--- src/rtl/pcg_pkg.sv ---
package pcg_pkg;

    // Width of a counter that must hold values 0..limit
    function automatic int cnt_bits(input int limit);
        return (limit < 2) ? 1 : $clog2(limit + 1);
    endfunction

endpackage

--- src/rtl/pcg_en_filter.sv ---
module pcg_en_filter #(
    parameter int FLT_CYC = 50
) (
    input  logic clk,
    input  logic rst_n,
    input  logic en_in,
    output logic en_flt
);
    localparam int CW = pcg_pkg::cnt_bits(FLT_CYC);

    typedef struct packed {
        logic          lvl;
        logic [CW-1:0] cnt;
    } flt_st_t;

    flt_st_t s_q, s_d;

    always_comb begin
        s_d = s_q;
        if (en_in != s_q.lvl) begin
            if (s_q.cnt == CW'(FLT_CYC - 1)) begin
                s_d.lvl = en_in;
                s_d.cnt = '0;
            end else begin
                s_d.cnt = s_q.cnt + 1'b1;
            end
        end else begin
            s_d.cnt = '0;
        end
    end

    always_ff @(posedge clk or negedge rst_n) begin
        if (!rst_n) s_q <= '0;
        else        s_q <= s_d;
    end

    assign en_flt = s_q.lvl;

    // the filtered level only ever moves toward the sampled raw input
    a_r6_flip_follows_input: assert property (@(posedge clk) disable iff (!rst_n)
        (s_q.lvl != $past(s_q.lvl)) |-> ($past(en_in) == s_q.lvl));

    // a matching raw input keeps the filtered level still
    a_r6_match_holds: assert property (@(posedge clk) disable iff (!rst_n)
        (en_in == en_flt) |=> $stable(en_flt));

endmodule

--- src/rtl/pcg_blanker.sv ---
module pcg_blanker #(
    parameter int N_LEG     = 3,
    parameter int BLANK_CYC = 130
) (
    input  logic             clk,
    input  logic             rst_n,
    input  logic [N_LEG-1:0] lo_cmd,
    input  logic             oc_raw,
    output logic             blank,
    output logic             oc_valid
);
    localparam int BW = pcg_pkg::cnt_bits(BLANK_CYC);

    typedef struct packed {
        logic [N_LEG-1:0] prev;
        logic [BW-1:0]    cnt;
    } blk_st_t;

    blk_st_t s_q, s_d;
    logic    rise;

    always_comb begin
        rise     = |(lo_cmd & ~s_q.prev);
        blank    = rise || (s_q.cnt != '0);
        oc_valid = oc_raw && !blank;
        s_d      = s_q;
        s_d.prev = lo_cmd;
        if (rise)                s_d.cnt = BW'(BLANK_CYC);
        else if (s_q.cnt != '0)  s_d.cnt = s_q.cnt - 1'b1;
    end

    always_ff @(posedge clk or negedge rst_n) begin
        if (!rst_n) s_q <= '0;
        else        s_q <= s_d;
    end

    // window counts down one per edge unless a new rise reloads it
    a_r5_count_down: assert property (@(posedge clk) disable iff (!rst_n)
        (s_q.cnt != '0 && !rise) |=> (s_q.cnt == $past(s_q.cnt) - 1'b1));

    // a rise always leaves the window open on the next edge
    a_r5_rise_opens: assert property (@(posedge clk) disable iff (!rst_n)
        rise |=> (s_q.cnt != '0));

endmodule

--- src/rtl/pcg_fault_timer.sv ---
module pcg_fault_timer #(
    parameter int CLR_CYC = 300000
) (
    input  logic clk,
    input  logic rst_n,
    input  logic set_req,
    input  logic hold_req,
    output logic fault_q,
    output logic fault_nxt
);
    localparam int CW = pcg_pkg::cnt_bits(CLR_CYC);

    typedef struct packed {
        logic          fault;
        logic [CW-1:0] cnt;
    } tmr_st_t;

    tmr_st_t s_q, s_d;

    always_comb begin
        s_d = s_q;
        if (!s_q.fault) begin
            if (set_req) begin
                s_d.fault = 1'b1;
                s_d.cnt   = CW'(CLR_CYC);
            end
        end else if (hold_req) begin
            s_d.cnt = CW'(CLR_CYC);
        end else if (s_q.cnt <= CW'(1)) begin
            s_d.fault = 1'b0;
            s_d.cnt   = '0;
        end else begin
            s_d.cnt = s_q.cnt - 1'b1;
        end
        fault_nxt = s_d.fault;
    end

    always_ff @(posedge clk or negedge rst_n) begin
        if (!rst_n) begin
            s_q.fault <= 1'b1;
            s_q.cnt   <= CW'(CLR_CYC);
        end else begin
            s_q <= s_d;
        end
    end

    assign fault_q = s_q.fault;

    // a valid request latches the fault
    a_r1_set_latches: assert property (@(posedge clk) disable iff (!rst_n)
        (!fault_q && set_req) |=> fault_q);

    // a present condition never lets the fault go
    a_r4_hold_keeps: assert property (@(posedge clk) disable iff (!rst_n)
        (fault_q && hold_req) |=> fault_q);

    // release happens only on a quiet edge
    a_r4_release_quiet: assert property (@(posedge clk) disable iff (!rst_n)
        $fell(fault_q) |-> !$past(hold_req));

endmodule

--- src/rtl/pcg_prot_ctrl.sv ---
module pcg_prot_ctrl #(
    parameter int N_LEG      = 3,
    parameter int BLANK_CYC  = 130,
    parameter int CLR_CYC    = 300000,
    parameter int EN_FLT_CYC = 50
) (
    input  logic             clk,
    input  logic             rst_n,
    input  logic             oc_flag,
    input  logic             uv_flag,
    input  logic             en_in,
    input  logic [N_LEG-1:0] hi_cmd,
    input  logic [N_LEG-1:0] lo_cmd,
    output logic [N_LEG-1:0] hi_gate,
    output logic [N_LEG-1:0] lo_gate,
    output logic             fault_n
);
    typedef struct packed {
        logic [N_LEG-1:0] hi;
        logic [N_LEG-1:0] lo;
    } gate_st_t;

    gate_st_t g_q, g_d;
    logic     en_flt;
    logic     blank;
    logic     oc_valid;
    logic     fault_q;
    logic     fault_nxt;
    logic     set_req;
    logic     hold_req;
    logic     drive_ok;

    pcg_en_filter #(.FLT_CYC(EN_FLT_CYC)) u_en_filter (
        .clk    (clk),
        .rst_n  (rst_n),
        .en_in  (en_in),
        .en_flt (en_flt)
    );

    pcg_blanker #(.N_LEG(N_LEG), .BLANK_CYC(BLANK_CYC)) u_blanker (
        .clk      (clk),
        .rst_n    (rst_n),
        .lo_cmd   (lo_cmd),
        .oc_raw   (oc_flag),
        .blank    (blank),
        .oc_valid (oc_valid)
    );

    pcg_fault_timer #(.CLR_CYC(CLR_CYC)) u_fault_timer (
        .clk       (clk),
        .rst_n     (rst_n),
        .set_req   (set_req),
        .hold_req  (hold_req),
        .fault_q   (fault_q),
        .fault_nxt (fault_nxt)
    );

    always_comb begin
        set_req  = oc_valid || uv_flag;
        hold_req = oc_flag  || uv_flag;
        drive_ok = en_flt && !fault_nxt;
        g_d.hi   = hi_cmd & {N_LEG{drive_ok}};
        g_d.lo   = lo_cmd & {N_LEG{drive_ok}};
    end

    always_ff @(posedge clk or negedge rst_n) begin
        if (!rst_n) g_q <= '0;
        else        g_q <= g_d;
    end

    assign hi_gate = g_q.hi;
    assign lo_gate = g_q.lo;
    assign fault_n = !fault_q;

    // no gate may be on while the fault is reported
    a_r3_gates_off_in_fault: assert property (@(posedge clk) disable iff (!rst_n)
        !fault_n |-> (hi_gate == '0 && lo_gate == '0));

    // filtered enable low turns every gate off on the next edge
    a_r7_enable_off: assert property (@(posedge clk) disable iff (!rst_n)
        !en_flt |=> (hi_gate == '0 && lo_gate == '0));

    // under-voltage reports a fault on the next edge
    a_r2_uv_trips: assert property (@(posedge clk) disable iff (!rst_n)
        uv_flag |=> !fault_n);

    // inside the window, over-current alone cannot trip
    a_r5_blank_no_trip: assert property (@(posedge clk) disable iff (!rst_n)
        (fault_n && blank && !uv_flag) |=> fault_n);

endmodule

--- config.mk ---
export PLATFORM = sky130hd
export DESIGN_NAME = pcg_prot_ctrl
export DESIGN_NICKNAME = d
export VERILOG_FILES = /design/src/rtl/pcg_pkg.sv /design/src/rtl/pcg_en_filter.sv /design/src/rtl/pcg_blanker.sv /design/src/rtl/pcg_fault_timer.sv /design/src/rtl/pcg_prot_ctrl.sv
export SDC_FILE = /design/constraint.sdc
export NUM_CORES = 1
export LEC_CHECK = 0
export BUFFER_PORTS_ARGS = -buffer_cell sky130_fd_sc_hd__buf_2
export CAP_MARGIN = 25
export CORE_AREA = 8 8 77 79
export DETAILED_ROUTE_END_ITERATION = 12
export DIE_AREA = 0 0 85 87
export GPL_TIMING_DRIVEN = 0
export HOLD_SLACK_MARGIN = 0.03
export PLACE_DENSITY = 0.73
export SYNTH_ARGS = -nofsm -noshare
export SYNTH_HDL_FRONTEND = slang
export SYNTH_HIERARCHICAL = 1
export SYNTH_SLANG_ARGS = --single-unit
--- constraint.sdc ---
create_clock -name clk -period 2.6 [get_ports clk]
set_clock_uncertainty 0.15 [all_clocks]
set_input_delay 0.78 -clock clk [delete_from_list [all_inputs] [get_ports clk]]
set_output_delay 0.78 -clock clk [all_outputs]
set_load 0.02 [all_outputs]
* Yosys cells after proc, flatten, opt, wreduce, memory -nomap -nowiden
Index checks and enable logic that the tools add are counted.
** Cells by class
- Add/subtract/negate cells :: 3
- Reduce and logical (&&, ||, !) cells :: 13
- Bitwise gates (word level) :: 4
- Equal/unequal tests :: 2
- Magnitude comparators :: 1
- Multiplexer cells :: 10
** Operators by type and width (count)
- $mux 20 :: 2
- $mux 19 :: 2
- $le 19x1->1 const B :: 1
- $sub 19x1->19 const B :: 1
- $mux 8 :: 2
- $mux 6 :: 2
- $and 3x3->3 :: 3
- $reduce_bool 8->1 :: 1
- $sub 8x1->8 const B :: 1
- $add 6x1->6 const B :: 1
- $eq 6x6->1 const B :: 1
- $reduce_bool 2->1 :: 2
- $logic_not 1->1 :: 3
- $logic_or 1x1->1 :: 3
- $not 3->3 :: 1
- $reduce_or 3->1 :: 1
- $logic_and 1x1->1 :: 2
- $mux 1 :: 2
- $reduce_and 2->1 :: 1
- $ne 1x1->1 :: 1
** Word-level totals
- Word-level logic and storage cells :: 41
- Bits of input ports :: 11
- Flip-flop bits (word level) :: 44

* Depth between registers and ports, before layout
- Depth in word-level cells :: 12
- Depth in mapped cells :: 10

* Modules after synthesis
Netlist, hierarchy kept.
** Modules (own cells, without submodules)
- pcg_fault_timer :: cells each 140, sequential area each 511.7 µm², instances 1, area each 1270.0 µm²
- pcg_blanker :: cells each 59, sequential area each 275.3 µm², instances 1, area each 604.3 µm²
- pcg_en_filter :: cells each 30, sequential area each 175.2 µm², instances 1, area each 331.6 µm²
- pcg_prot_ctrl :: cells each 15, sequential area each 150.1 µm², instances 1, area each 219.0 µm²

* Worst setup path after synthesis
OpenSTA, ideal clock, no wires.
- Path kind :: register to register
- Start point :: reg u_blanker/s_q[0] in the netlist's numbering
- End point :: reg g_q, in the netlist hi_gate[0]
- Data arrival time :: 2.330 ns
- Library setup time :: 0.120 ns
- Stages on the path, launching flop included :: 10
- Clock period less this slack :: 2.599 ns
- Buffers on the path :: 0
- Setup slack :: 0.001 ns
- Required time :: 2.330 ns
- Cell sequence :: dfrtp_1 -> inv_1 -> ha_1 -> nor3b_1 -> and4_1 -> or2_1 -> nor2_1 -> a31o_2 -> a21oi_1 -> and3b_1
** RTL lines
- from (decl) :: line pcg_blanker.sv:19 : blk_st_t s_q, s_d;
- from (signal assigned) :: line pcg_blanker.sv:33 : if (!rst_n) s_q <= '0;
- from (signal assigned) :: line pcg_blanker.sv:34 : else s_q <= s_d;
- to (signal assigned) :: line pcg_prot_ctrl.sv:68 : else g_q <= g_d;
- to (decl) :: line pcg_prot_ctrl.sv:23 : gate_st_t g_q, g_d;

* Worst setup path after layout
- Start point :: in uv_flag
- End point :: reg u_fault_timer/s_q[9] in the netlist's numbering
** Between the ends
- Word-level cells in the longest chain between the ends :: 3
- Elaborated cells on any way between the ends :: 5
** RTL lines
- from (decl) :: line pcg_prot_ctrl.sv:10 : input logic uv_flag,
- $logic_or 1x1->1 :: line pcg_prot_ctrl.sv:60 : hold_req = oc_flag || uv_flag;
- via hold_req :: line pcg_prot_ctrl.sv:30 : logic hold_req;
- $mux 19 :: line pcg_fault_timer.sv:27 : end else if (hold_req) begin
- $mux 20 :: line pcg_fault_timer.sv:22 : if (!s_q.fault) begin
- to (decl) :: line pcg_fault_timer.sv:18 : tmr_st_t s_q, s_d;
The timed path passes the listed nets, and every way through them passes these cells.
A chain may end at the register's enable or synchronous reset.

==> metrics.md <==
| Metric | Value |
|---|---|
| GR Util All Layers | 0.144 |
| Number of top-level pins | 18 |
| Highest-count cells in the layout ignoring fill and taps | 35 x dfrtp_1, 20 x nand2_1, 19 x buf_2, 15 x nor2_1 |
| Worst setup SP type | input pin |
| Chip height | between 80 and 90 um |
| Post-detailed-route DRC marker count | 0 |
| Core Region | ~0.0048 mm^2 |
| Hpwl dp | 3540 um |
| TritonCTS clock tree | done |
| Highest fanout seen on the critical path | 6 |
| Pins Over Slew Limit | 0 |
| Final setup violation count | 0 |
| Pin count of the biggest net entering global routing | 45 |
| Post-layout nets | 287 |
| GRT met2 Usage | 0.235 |
| Pleak | 1.21 nW |
| Reg2Reg Setup Slack | 220 ps |
| Critical R2R Launch | u_blanker/s_q[5]$_DFFE_PN0P_ |
| Share of total power in combinational logic | 0.170 |
| Total number of H-tree levels | 2 |
| Number of global-route vias before repair | around 1900 |
| Initial DRC count | 132 |
| Clock insertion delay at the later pin of the skew report | 310 ps |
| Worst slew slack as a fraction of its limit | 0.632 |
| FF-to-FF End | hi_gate[2]$_DFF_PN0_ |
| Hold buffer count at CTS | 0 |
| Internal power component | roughly 0.0012 W |
| Number of max-cap violations | 0 |
| Total wirelength of the detailed-routed design | 5050 um |
| Commonest non-fill, non-tap cell in the layout | dfrtp_1 |
| Antenna violations before repair | 0 |
| Met1 track utilization from global routing | 0.171 |
| Reg clk slew, reported paths | 90 ps |
| Syn avg cell area | roughly 10 um^2 |
| Kind of end point of the critical path | flip-flop |
| Max frequency | 0.412 GHz |
| Startpoint-to-endpoint class of the critical path | in -> reg |
| Wire length per cell after detailed routing | 15.4 um |
| Setup repair after global routing missed its margin | false |
| Result of the run | completed |
| Area of all placed cells without fillers | approximately 0.0028 mm^2 |
| Post-Syn Nets | 260 |
| Most utilized layer in the global route result | met2 |
| Switching Fraction | 0.285 |
| IR Drop Worst-Case VDD | 0.000341 V |
| Clock share of power | 0.346 |
| Via Count | between 1500 and 2000 |
| Post-detailed-route count of antenna-violating nets | 0 |
| Cell Area, Synth | 0.00242 mm^2 |
| Type of the worst min-delay path | in -> async |
| Final hold slack | roughly 230 ps |
| Final Hold Vio Count | 0 |
| GR Util met3 | 0.0349 |
| Arrival time reported for the critical path endpoint | 2520 ps |
| Reg2Reg Depth | 7 |
| Gate count of the mapped netlist | 243 |
| Row count | 26 |
| Worst Tran Pin Value | 551 ps |
| Net Switching | about 0.00047 W |
| Clock sinks | between 40 and 50 |
| Total of warnings raised by yosys | 6 |
| Final critical-path share of the clock period | 0.933 |
| Buffer cell driving the clock tree root | clkbuf_8 |
| Starting density of the core | 0.499 |
| Count of input and output buffers | 17 |
| Share of power burned in registers | 0.484 |
| CTS Buf Count | 5 |
| Ratio of routed vias to standard cells | 5.94 |
| Overall die area | 0.00740 mm^2 |
| Number of detailed-routing iterations run before antenna repair | 4 |
| Maximum number of buffers from clock root to sink | 2 |
| Total power | 0.00163 W |
| Ant. Diodes | 0 |
| Routability congestion estimate from global placement | 0.828 |
| Crit path required time | 2700 ps |
| Placed inst area | ~0.0026 mm^2 |
| Final critical path time including I/O delays and setup | 2430 ps |
| Share of the core filled with cells | 0.572 |
| First-pass GRT wire length | between 8000 and 9000 um |
| Synth-to-Final Area Change | 14.5% |
| Global route overflow | 0 |
| Power per unit of standard cell area | 589 mW/mm^2 |
| Overall die width | 85 um |
| Share of final-layout standard cells stronger than drive strength 1 | 0.236 |
[how the worst max path moves through the flow]
stage | startpoint | slack, ps | to | cells past startpoint
6_report | uv_flag | 170 | u_fault_timer/s_q[9]$_DFFE_PN1P_ | 7
5_1_grt | u_blanker/s_q[0]$_DFFE_PN0P_ | 70 | hi_gate[2]$_DFF_PN0_ | 9
4_1_cts | u_blanker/s_q[0]$_DFFE_PN0P_ | 80 | hi_gate[1]$_DFF_PN0_ | 9
3_5_place_dp | u_blanker/s_q[0]$_DFFE_PN0P_ | -570 | lo_gate[2]$_DFF_PN0_ | 9
3_3_place_gp | u_blanker/s_q[0]$_DFFE_PN0P_ | -510 | lo_gate[2]$_DFF_PN0_ | 9
2_1_floorplan | u_blanker/s_q[0]$_DFFE_PN0P_ | 60 | hi_gate[0]$_DFF_PN0_ | 9
[per-stage QoR]
stage          instances  TNS, ps  setup WS (ps)
2_1_floorplan        243        0           59.2
3_3_place_gp         316    -5570           -512
3_5_place_dp         316    -6620           -571
4_1_cts              324        0           81.1
5_1_grt              327        0           71.0
6_report             327        0            173
[metal layers]
layer | vias to the layer above | wire length (um)
met5 | - | 0
met4 | 0 | 103
met3 | 9 | 232
met2 | 41 | 2400
met1 | 932 | 2310
li1 | 960 | -
[flip-flops by register name (all words and copies together) (netlist names)]
name / flops
u_blanker/s_q: 11
u_en_filter/s_q: 6
u_fault_timer/s_q: 19
u_fault_timer/fault_q: 1
u_en_filter/en_flt: 1
hi_gate: 3
lo_gate: 3
[critical path, stage by stage]
cell and delay [ps]:
buf_2 100, or2_1 230, nor2b_1 450, a21oi_1 200
nor4b_4 400, o21ai_1 120, a22o_1 230
[power groups by stage]
stage          combinational [W]  sequential (W)  clock, W
3_3_place_gp            0.000259        0.000795         0
4_1_cts                 0.000272        0.000789  0.000578
5_1_grt                 0.000311        0.000798  0.000603
6_report                0.000278        0.000790  0.000565
3_5_place_dp            0.000264        0.000796         0
2_1_floorplan           0.000202        0.000784         0
[cell type report]
class,count,area (um^2)
fillers,432,2080
multi-input cells,186,1290
flip-flops and latches,44,1110
repair buffers,20,120
clock buffers,6,82.6
well taps,56,70.1
clock inverters,2,38.8
inverters,9,33.8
plain buffers,4,20.0
[repair_timing]
item | CTS | global route
buffers inserted | 0 | 2
gates resized for setup | 5 | 4
pin swaps | 0 | 1
endpoints found under the hold margin | 0 | 0
setup endpoints to repair | 23 | 8
(Power assumes the default switching activity.)
